--- config.mk ---
export PLATFORM = sky130hd
export DESIGN_NAME = xlt_cmd_engine
export DESIGN_NICKNAME = d
export VERILOG_FILES = /design/src/rtl/xlt_pkg.sv /design/src/rtl/xlt_index_calc.sv /design/src/rtl/xlt_entry_store.sv /design/src/rtl/xlt_notice_fmt.sv /design/src/rtl/xlt_cmd_engine.sv
export SDC_FILE = /design/constraint.sdc
export NUM_CORES = 2
export LEC_CHECK = 0
export ABC_CLOCK_PERIOD_IN_PS = 9000
export BUFFER_PORTS_ARGS = -buffer_cell sky130_fd_sc_hd__clkbuf_2
export CAP_MARGIN = 20
export CORE_MARGIN = 4
export CORE_UTILIZATION = 35
export DETAILED_ROUTE_END_ITERATION = 8
export MAX_ROUTING_LAYER = met4
export PLACE_DENSITY = 0.51
export SLEW_MARGIN = 20
export SYNTH_ARGS = -nofsm -noshare
export SYNTH_HDL_FRONTEND = slang
export SYNTH_HIERARCHICAL = 1
export SYNTH_SLANG_ARGS = --single-unit
--- constraint.sdc ---
create_clock -name clk -period 9 [get_ports clk]
set_input_delay 1.35 -clock clk [delete_from_list [all_inputs] [get_ports clk]]
set_output_delay 1.35 -clock clk [all_outputs]
set_load 0.02 [all_outputs]
--- src/rtl/xlt_pkg.sv ---
// Shared types for the translation entry table command engine.
// Assumes: command and result codes are fixed by the external interface.
package xlt_pkg;

    typedef enum logic [1:0] {
        OP_PUT  = 2'd0,
        OP_GET  = 2'd1,
        OP_FILL = 2'd2,
        OP_LIST = 2'd3
    } xlt_op_e;

    typedef enum logic {
        RES_OK       = 1'b0,
        RES_BADPARAM = 1'b1
    } xlt_res_e;

    typedef enum logic [2:0] {
        S_IDLE,
        S_CHECK,
        S_FETCH,
        S_APPLY,
        S_NOTIFY,
        S_DONE
    } xlt_state_e;

endpackage

--- src/rtl/xlt_index_calc.sv ---
// Turns a bus address into a table index and flags whether it is in range.
// Assumes: the window starts at BUS_OFFSET and the subtraction wraps, so an
// address below the window gives a very large index.
module xlt_index_calc #(
    parameter int unsigned          ADDR_W     = 48,
    parameter int unsigned          PAGE_SHIFT = 12,
    parameter int unsigned          N_ENTRIES  = 16,
    parameter logic [ADDR_W-1:0]    BUS_OFFSET = '0,
    localparam int unsigned         IDX_W      = $clog2(N_ENTRIES)
) (
    input  logic [ADDR_W-1:0] addr,
    output logic [IDX_W-1:0]  idx,
    output logic              in_range
);
    localparam logic [ADDR_W-1:0] PAGE_MASK = {ADDR_W{1'b1}} << PAGE_SHIFT;

    logic [ADDR_W-1:0] rel;
    logic [ADDR_W-1:0] page_no;

    // Offset of the aligned address from the window base, in pages.
    always_comb begin
        rel      = (addr & PAGE_MASK) - BUS_OFFSET;
        page_no  = rel >> PAGE_SHIFT;
        in_range = page_no < ADDR_W'(N_ENTRIES);
        idx      = page_no[IDX_W-1:0];
    end
endmodule

--- src/rtl/xlt_entry_store.sv ---
// Entry storage with one write port, a combinational port for the engine and
// a registered port for the address translator.
// Assumes: the table is small enough to live in flops and is cleared on reset.
module xlt_entry_store #(
    parameter int unsigned N_ENTRIES = 16,
    parameter int unsigned ENTRY_W   = 64,
    localparam int unsigned IDX_W    = $clog2(N_ENTRIES)
) (
    input  logic               clk,
    input  logic               rst_n,
    input  logic               wr_en,
    input  logic [IDX_W-1:0]   wr_idx,
    input  logic [ENTRY_W-1:0] wr_data,
    input  logic [IDX_W-1:0]   look_idx,
    output logic [ENTRY_W-1:0] look_data,
    input  logic [IDX_W-1:0]   xlt_idx,
    output logic [ENTRY_W-1:0] xlt_data
);
    logic [ENTRY_W-1:0] ent [N_ENTRIES];

    // Clear on reset, otherwise accept one write per clock.
    always_ff @(posedge clk) begin
        if (!rst_n) begin
            for (int i = 0; i < int'(N_ENTRIES); i++) begin
                ent[i] <= '0;
            end
        end else if (wr_en) begin
            ent[wr_idx] <= wr_data;
        end
    end

    // Registered read for the translator.
    always_ff @(posedge clk) begin
        if (!rst_n) begin
            xlt_data <= '0;
        end else begin
            xlt_data <= ent[xlt_idx];
        end
    end

    // Same-cycle read for the read command.
    always_comb look_data = ent[look_idx];
endmodule

--- src/rtl/xlt_notice_fmt.sv ---
// Forms the invalidation notice fields from a bus address and an entry.
// Assumes: the low two bits of an entry encode its access permission.
module xlt_notice_fmt #(
    parameter int unsigned ADDR_W     = 48,
    parameter int unsigned ENTRY_W    = 64,
    parameter int unsigned PAGE_SHIFT = 12
) (
    input  logic [ADDR_W-1:0]  bus_addr,
    input  logic [ENTRY_W-1:0] entry,
    output logic [ADDR_W-1:0]  n_iova,
    output logic [ENTRY_W-1:0] n_xaddr,
    output logic [ENTRY_W-1:0] n_mask,
    output logic [1:0]         n_perm
);
    localparam logic [ADDR_W-1:0]  A_MASK = {ADDR_W{1'b1}} << PAGE_SHIFT;
    localparam logic [ENTRY_W-1:0] E_MASK = {ENTRY_W{1'b1}} << PAGE_SHIFT;

    // Page-align both addresses and decode the permission bits.
    always_comb begin
        n_iova  = bus_addr & A_MASK;
        n_xaddr = entry & E_MASK;
        n_mask  = ~E_MASK;
        n_perm  = entry[1:0];
    end
endmodule

--- src/rtl/xlt_cmd_engine.sv ---
// Command sequencer for one I/O window's translation entry table.
// Checks each command, walks its pages one at a time, writes entries, sends
// one invalidation notice per write and posts a status when it ends.
// Assumes: one command at a time; the list memory answers each request with
// mem_ack after any number of cycles and holds the request until then.
module xlt_cmd_engine
    import xlt_pkg::*;
#(
    parameter int unsigned       ADDR_W           = 48,
    parameter int unsigned       ENTRY_W          = 64,
    parameter int unsigned       PAGE_SHIFT       = 12,
    parameter int unsigned       N_ENTRIES        = 16,
    parameter int unsigned       CNT_W            = 16,
    parameter int unsigned       MAX_LIST         = 512,
    parameter int unsigned       LIST_ALIGN_SHIFT = 12,
    parameter logic [31:0]       WINDOW_ID        = 32'h8000_0001,
    parameter logic [ADDR_W-1:0] BUS_OFFSET       = 48'h0000_1000_0000,
    localparam int unsigned      IDX_W            = $clog2(N_ENTRIES),
    localparam int unsigned      NBYTES           = ENTRY_W / 8
) (
    input  logic               clk,
    input  logic               rst_n,
    input  logic               cmd_valid,
    input  logic [1:0]         cmd_op,
    input  logic [63:0]        cmd_win_id,
    input  logic [ADDR_W-1:0]  cmd_ioba,
    input  logic [ENTRY_W-1:0] cmd_value,
    input  logic [CNT_W-1:0]   cmd_npages,
    output logic               busy,
    output logic               done,
    output logic               status,
    output logic [ENTRY_W-1:0] get_data,
    output logic               inv_valid,
    input  logic               inv_ready,
    output logic [ADDR_W-1:0]  inv_iova,
    output logic [ENTRY_W-1:0] inv_xaddr,
    output logic [ENTRY_W-1:0] inv_mask,
    output logic [1:0]         inv_perm,
    output logic               mem_req,
    output logic [ENTRY_W-1:0] mem_addr,
    input  logic               mem_ack,
    input  logic [ENTRY_W-1:0] mem_rdata,
    input  logic [IDX_W-1:0]   xlt_index,
    output logic [ENTRY_W-1:0] xlt_entry
);
    localparam logic [ADDR_W-1:0] A_PMASK   = {ADDR_W{1'b1}} << PAGE_SHIFT;
    localparam logic [ADDR_W-1:0] PAGE_STEP = ADDR_W'(1) << PAGE_SHIFT;

    xlt_state_e         state;
    xlt_op_e            op_q;
    logic [63:0]        id_q;
    logic [ADDR_W-1:0]  ioba_q;
    logic [ENTRY_W-1:0] val_q;
    logic [ENTRY_W-1:0] entry_q;
    logic [CNT_W-1:0]   cnt_q;
    logic [CNT_W-1:0]   step_q;
    logic               status_q;
    logic [ENTRY_W-1:0] get_q;

    logic [IDX_W-1:0]   cur_idx;
    logic               cur_in_range;
    logic [ENTRY_W-1:0] look_entry;
    logic [ENTRY_W-1:0] fetched_be;
    logic               id_ok;
    logic               last_step;
    logic               tbl_wr;

    xlt_index_calc #(
        .ADDR_W    (ADDR_W),
        .PAGE_SHIFT(PAGE_SHIFT),
        .N_ENTRIES (N_ENTRIES),
        .BUS_OFFSET(BUS_OFFSET)
    ) u_index (
        .addr    (ioba_q),
        .idx     (cur_idx),
        .in_range(cur_in_range)
    );

    xlt_entry_store #(
        .N_ENTRIES(N_ENTRIES),
        .ENTRY_W  (ENTRY_W)
    ) u_store (
        .clk      (clk),
        .rst_n    (rst_n),
        .wr_en    (tbl_wr),
        .wr_idx   (cur_idx),
        .wr_data  (entry_q),
        .look_idx (cur_idx),
        .look_data(look_entry),
        .xlt_idx  (xlt_index),
        .xlt_data (xlt_entry)
    );

    xlt_notice_fmt #(
        .ADDR_W    (ADDR_W),
        .ENTRY_W   (ENTRY_W),
        .PAGE_SHIFT(PAGE_SHIFT)
    ) u_notice (
        .bus_addr(ioba_q),
        .entry   (entry_q),
        .n_iova  (inv_iova),
        .n_xaddr (inv_xaddr),
        .n_mask  (inv_mask),
        .n_perm  (inv_perm)
    );

    // List words arrive lowest address in the low byte; reorder so that byte
    // becomes the most significant byte of the entry.
    for (genvar b = 0; b < int'(NBYTES); b++) begin : g_swap
        assign fetched_be[ENTRY_W-1-8*b -: 8] = mem_rdata[8*b +: 8];
    end

    // Command-level decodes used by the sequencer.
    always_comb begin
        id_ok     = (id_q[63:32] == 32'd0) && (id_q[31:0] == WINDOW_ID);
        last_step = (op_q == OP_PUT) || ((step_q + CNT_W'(1)) == cnt_q);
        tbl_wr    = (state == S_APPLY) && cur_in_range;
    end

    // Port-level outputs decoded from the sequencer state.
    always_comb begin
        busy      = (state != S_IDLE);
        done      = (state == S_DONE);
        inv_valid = (state == S_NOTIFY);
        mem_req   = (state == S_FETCH);
        mem_addr  = val_q + (ENTRY_W'(step_q) << 3);
        status    = status_q;
        get_data  = get_q;
    end

    // Main sequencer: accept, check, fetch, apply, notify, finish.
    always_ff @(posedge clk) begin
        if (!rst_n) begin
            state    <= S_IDLE;
            op_q     <= OP_PUT;
            id_q     <= '0;
            ioba_q   <= '0;
            val_q    <= '0;
            entry_q  <= '0;
            cnt_q    <= '0;
            step_q   <= '0;
            status_q <= RES_OK;
            get_q    <= '0;
        end else begin
            case (state)
                S_IDLE: begin
                    if (cmd_valid) begin
                        op_q   <= xlt_op_e'(cmd_op);
                        id_q   <= cmd_win_id;
                        ioba_q <= cmd_ioba & A_PMASK;
                        val_q  <= cmd_value;
                        cnt_q  <= cmd_npages;
                        step_q <= '0;
                        state  <= S_CHECK;
                    end
                end
                S_CHECK: begin
                    status_q <= RES_BADPARAM;
                    state    <= S_DONE;
                    if (id_ok) begin
                        case (op_q)
                            OP_GET: begin
                                if (cur_in_range) begin
                                    get_q    <= look_entry;
                                    status_q <= RES_OK;
                                end
                            end
                            OP_PUT: begin
                                entry_q <= val_q;
                                state   <= S_APPLY;
                            end
                            OP_FILL: begin
                                if (cnt_q != '0 && cnt_q <= CNT_W'(N_ENTRIES)) begin
                                    entry_q <= val_q;
                                    state   <= S_APPLY;
                                end
                            end
                            default: begin
                                if (cnt_q != '0 && cnt_q <= CNT_W'(MAX_LIST) &&
                                    val_q[LIST_ALIGN_SHIFT-1:0] == '0) begin
                                    state <= S_FETCH;
                                end
                            end
                        endcase
                    end
                end
                S_FETCH: begin
                    if (mem_ack) begin
                        entry_q <= fetched_be;
                        state   <= S_APPLY;
                    end
                end
                S_APPLY: begin
                    if (cur_in_range) begin
                        state <= S_NOTIFY;
                    end else begin
                        status_q <= RES_BADPARAM;
                        state    <= S_DONE;
                    end
                end
                S_NOTIFY: begin
                    if (inv_ready) begin
                        status_q <= RES_OK;
                        if (last_step) begin
                            state <= S_DONE;
                        end else begin
                            step_q <= step_q + CNT_W'(1);
                            ioba_q <= ioba_q + PAGE_STEP;
                            state  <= (op_q == OP_LIST) ? S_FETCH : S_APPLY;
                        end
                    end
                end
                default: begin
                    state <= S_IDLE;
                end
            endcase
        end
    end
endmodule

# == Word-level counts from Yosys, hierarchy flattened ==
# Memory sizes are Yosys's and may differ from the RTL's. A register that Yosys moved wholly into a read port is not among the register bits.
# Index checks and enable logic that the tools add are counted.
# totals
ff_bits,278
ram_bits,1024
in_bits,267
out_inout_bits,375
n_memories,1
# classes
n_addsub,4
magnitude_cmp,3
n_eq_ne,18
muxes,37
reduce_logical,24
# memory_table
name,depth,width,read_ports,rd_clocked_by_memory_dff,write_ports,line_no,text
u_store.ent,16,64,2,2,16,xlt_entry_store.sv:19,logic [ENTRY_W-1:0] ent [N_ENTRIES];
# op_table
operator,count
64-bit two-way mux,4
64-bit one-hot mux with 2 select lines,2
48-bit two-way mux,3
48-bit one-hot mux with 2 select lines,1
64-bit by 19-bit adder with 64-bit output,1
64-bit OR reduction,1
"48-bit by 13-bit adder with 48-bit output, second input constant",1
16-bit two-way mux,3
"48-bit by 29-bit subtractor with 48-bit output, second input constant",1
"36-bit by 5-bit less-than comparator with 1-bit output, second input constant",1
"32-bit equality test, second input constant",1
32-bit zero test,1
16-bit one-hot mux with 2 select lines,1
3-bit two-way mux,7
"16-bit by 1-bit adder with 16-bit output, second input constant",1
16-bit equality test,1
"16-bit by 10-bit less-or-equal comparator with 1-bit output, second input constant",1
"16-bit by 5-bit less-or-equal comparator with 1-bit output, second input constant",1
16-bit nonzero test,1
3-bit one-hot mux with 5 select lines,1
12-bit zero test,1
1-bit two-way mux,12
3-bit one-hot mux with 3 select lines,1
"2-bit inequality test, second input constant",4
other kinds (20),34

# == Depth between registers and ports, before layout ==
# logic_depth
ltp_word,8
ltp_mapped,13
mapped_depth_nobuf,11

# == Modules after synthesis ==
# Netlist, hierarchy kept.
# by_module_without_submodules
module,n_inst,cells_each,area_per_inst_um2,seq_area_each_um2
xlt_entry_store,1,3887,55112.9,32030.7
xlt_cmd_engine,1,2037,15957.8,6606.3
xlt_notice_fmt,1,180,1343.8,0.0
xlt_index_calc,1,17,140.1,0.0

# == Least setup slack after synthesis ==
# No wires, ideal clock.
# synth_path
path_type,input to register
from,input rst_n
to,memory u_store.ent[1][0] (enable)
t_arrival_ps,6435
t_required_ps,8425
slack_ps,1990
path_stages,4
cell_sequence,nand2_1 or3_1 clkbuf_2 o21ai_0
# synth_rtl
item,line_no,text
"start, declared",xlt_cmd_engine.sv:22,"input logic rst_n,"
"end, declared",xlt_entry_store.sv:19,

# == Worst setup path in the final report ==
# layout_path
from,register step_q[0]
to,output mem_addr[53]
# layout_between
elab_chain_cells,1
# layout_lines
item,line_no,text
"start, declared",xlt_cmd_engine.sv:56,logic [CNT_W-1:0] step_q;
"start signal, assigned",xlt_cmd_engine.sv:207,step_q <= step_q + CNT_W'(1);
64-bit by 19-bit adder with 64-bit output,xlt_cmd_engine.sv:126,mem_addr = val_q + (ENTRY_W'(step_q) << 3);
"end, declared",xlt_cmd_engine.sv:40,"output logic [ENTRY_W-1:0] mem_addr,"
# Every way passes these cells.

==> flow_metrics.tcl <==
set metrics [dict create \
    cts_tree "built" \
    drv_cap 0 \
    grt_pass1_vias 51200 \
    grt_max_degree 189 \
    skew_ns 0.0366 \
    outcome "finished clean" \
    p_leak_nw 30.7 \
    dieWidth_microns 463 \
    cts_resized 0 \
    ios 642 \
    dr.pass1.iters 6 \
    regArea_sq_mm 0.0386 \
    hold_buffers 0 \
    drt_wl_total_microns 274000 \
    worstPathMaxFanout 23 \
    cts_max_path_buffers 3 \
    htree_levels 4 \
    maxSlewViolCount 0 \
    syn_inst 6120 \
    end_kind "output pin" \
    worstSetupPathType "reg -> out" \
    wl_per_cell_microns 30.0 \
    drt_iter0_markers 4968 \
    ir_worst_vdd_v 0.000199 \
    swShare_pct 27.2 \
    fill_cells 19500 \
    grt_pass1_wl_microns 385000 \
    start_util_pct 35.3 \
    gp_congestion 0.914 \
    io_buffers 541 \
    hold_class "reg -> reg" \
    dp_hpwl_microns 164000 \
    overflow 0 \
    worstSkewPairLatency_ns 0.81 \
    min_period_ns 5.72 \
    multi_input_area_sq_mm 0.0309 \
    ant_nets 0 \
    dieHeight_microns 463 \
    arrival_ns 4.37 \
    crit_required_ns 7.65 \
    final_cell_mix "and2_1 (1031), edfxtp_1 (1024), nand2_1 (660), clkbuf_2 (539), mux2i_1 (524)" \
    worst_slew_pin_slew_ns 1.26 \
    dr_total_vias 51100 \
    area_growth_pct 12.9 \
    fin_area_sq_mm 0.0819 \
    placed_area_sq_mm 0.0767 \
    cts_buffers 161 \
    start_kind "flop" \
    setup_violations 0 \
    seqPwrFrac_pct 46.2 \
    yosys_warnings 6 \
    nets 6599 \
    core_area_sq_mm 0.205 \
    grt_setup_unrepaired "no" \
    max_freq_mhz 175 \
    p_switching_w 0.00445 \
    grt_usage_pct 25.5 \
    finalHoldViolations 0 \
    p_int_w 0.0119 \
    avgViaCountPerCell 5.58 \
    root_buffer "clkbuf_16" \
    synth_area_sq_mm 0.0726 \
    min_period_over_period_pct 63.5 \
    layout-drive-gt1-share_pct 19.3 \
    die-area_sq_mm 0.215 \
    relSlewSlack_pct 15.8 \
    syn_avg_cell_area_sq_um 11.9 \
    antenna_found_initial 30 \
    clkTransAtPathRegs_ns 0.07 \
    power_density_mw_per_mm2 200 \
    drc 0 \
    final_common_cell "and2_1" \
    setup-tns-final_ns 0 \
    cts_sinks 1418 \
    power_frac_clock_pct 40.2 \
    comb_power_share_pct 13.7 \
    fp-row-count 166 \
    post_cts_buffers 0 \
]
==> through the flow <==
stage	utilization [%]	setup WS, ns	instances	total power, W	hold WS (ns)
2_1_floorplan	-	1.99	6206	0.00911	0.432
3_3_place_gp	37.3	3.40	8837	0.00990	0.443
3_5_place_dp	37.3	3.38	8838	0.00992	0.443
4_1_cts	39.9	3.23	9133	0.0165	0.451
5_1_grt	39.9	2.95	9146	0.0169	0.458
6_report	39.9	3.28	9153	0.0164	0.447
==> area by class of cell <==
type,count,area share (%)
inverter,27,0.133
sequential,1418,47.2
timing repair buffer,651,4.48
tap,2688,4.11
multi-input combinational,4054,37.7
clock inverter,58,0.681
clock buffer,237,5.62
antenna,20,0.0611
==> metal layers <==
metal  routed length, microns  up-vias  track usage, %  share of wire (%)
met5                        0        -               -                  0
met4                     6950        0            6.43                2.5
met3                    21700      358            4.77                7.9
met2                   128000     2240            40.3                 47
met1                   118000    25800            33.9                 43
li1                         -    22600               -                  -
==> sequential cells by signal, indices dropped and copies added, names as in the netlist <==
| signal | cells |
|---|---|
| status | 1 |
| u_store/ent | 1024 |
| ioba_q | 36 |
| id_q | 64 |
| cnt_q | 16 |
| step_q | 16 |
| u_store/xlt_data | 64 |
| state | 3 |
| get_data | 64 |
| val_q | 64 |
| entry_q | 64 |
| op_q | 2 |
==> critical path, cell delays in order, from the launching register on <==
cell       delay, ns
dfxtp_1         0.49
ha_1            0.24
inv_1           0.06
fa_1            0.40
nor2b_1         0.13
o21ai_0         0.12
a21oi_1         0.21
o211ai_1        0.13
a21oi_1         0.30
o2111ai_2       0.16
buf_4           0.25
a2111oi_0       0.56
xor2_1          0.24
clkbuf_2        0.21
==> worst paths after layout <==
| kind | from | to | slack [ns] | cells past startpoint |
|---|---|---|---|---|
| setup reg to reg | ioba_q[27] | u_store/ent[8][52] | 3.57 | 9 |
| hold reg to reg | get_data[15] | get_data[15] | 0.45 | 2 |
| setup / recovery | step_q[0] | mem_addr[53] | 3.28 | 13 |
| hold / removal | get_data[15] | get_data[15] | 0.45 | 2 |
==> power groups by stage <==
stage                     Sequential, W  Clock (W)  Combinational [W]
after floorplan                 0.00759          0            0.00152
after global placement          0.00767          0            0.00223
after detailed placement        0.00768          0            0.00223
after CTS                       0.00755    0.00669            0.00224
after global routing            0.00758    0.00694            0.00237
final                           0.00755    0.00657            0.00224
(Power assumes the default switching activity.)
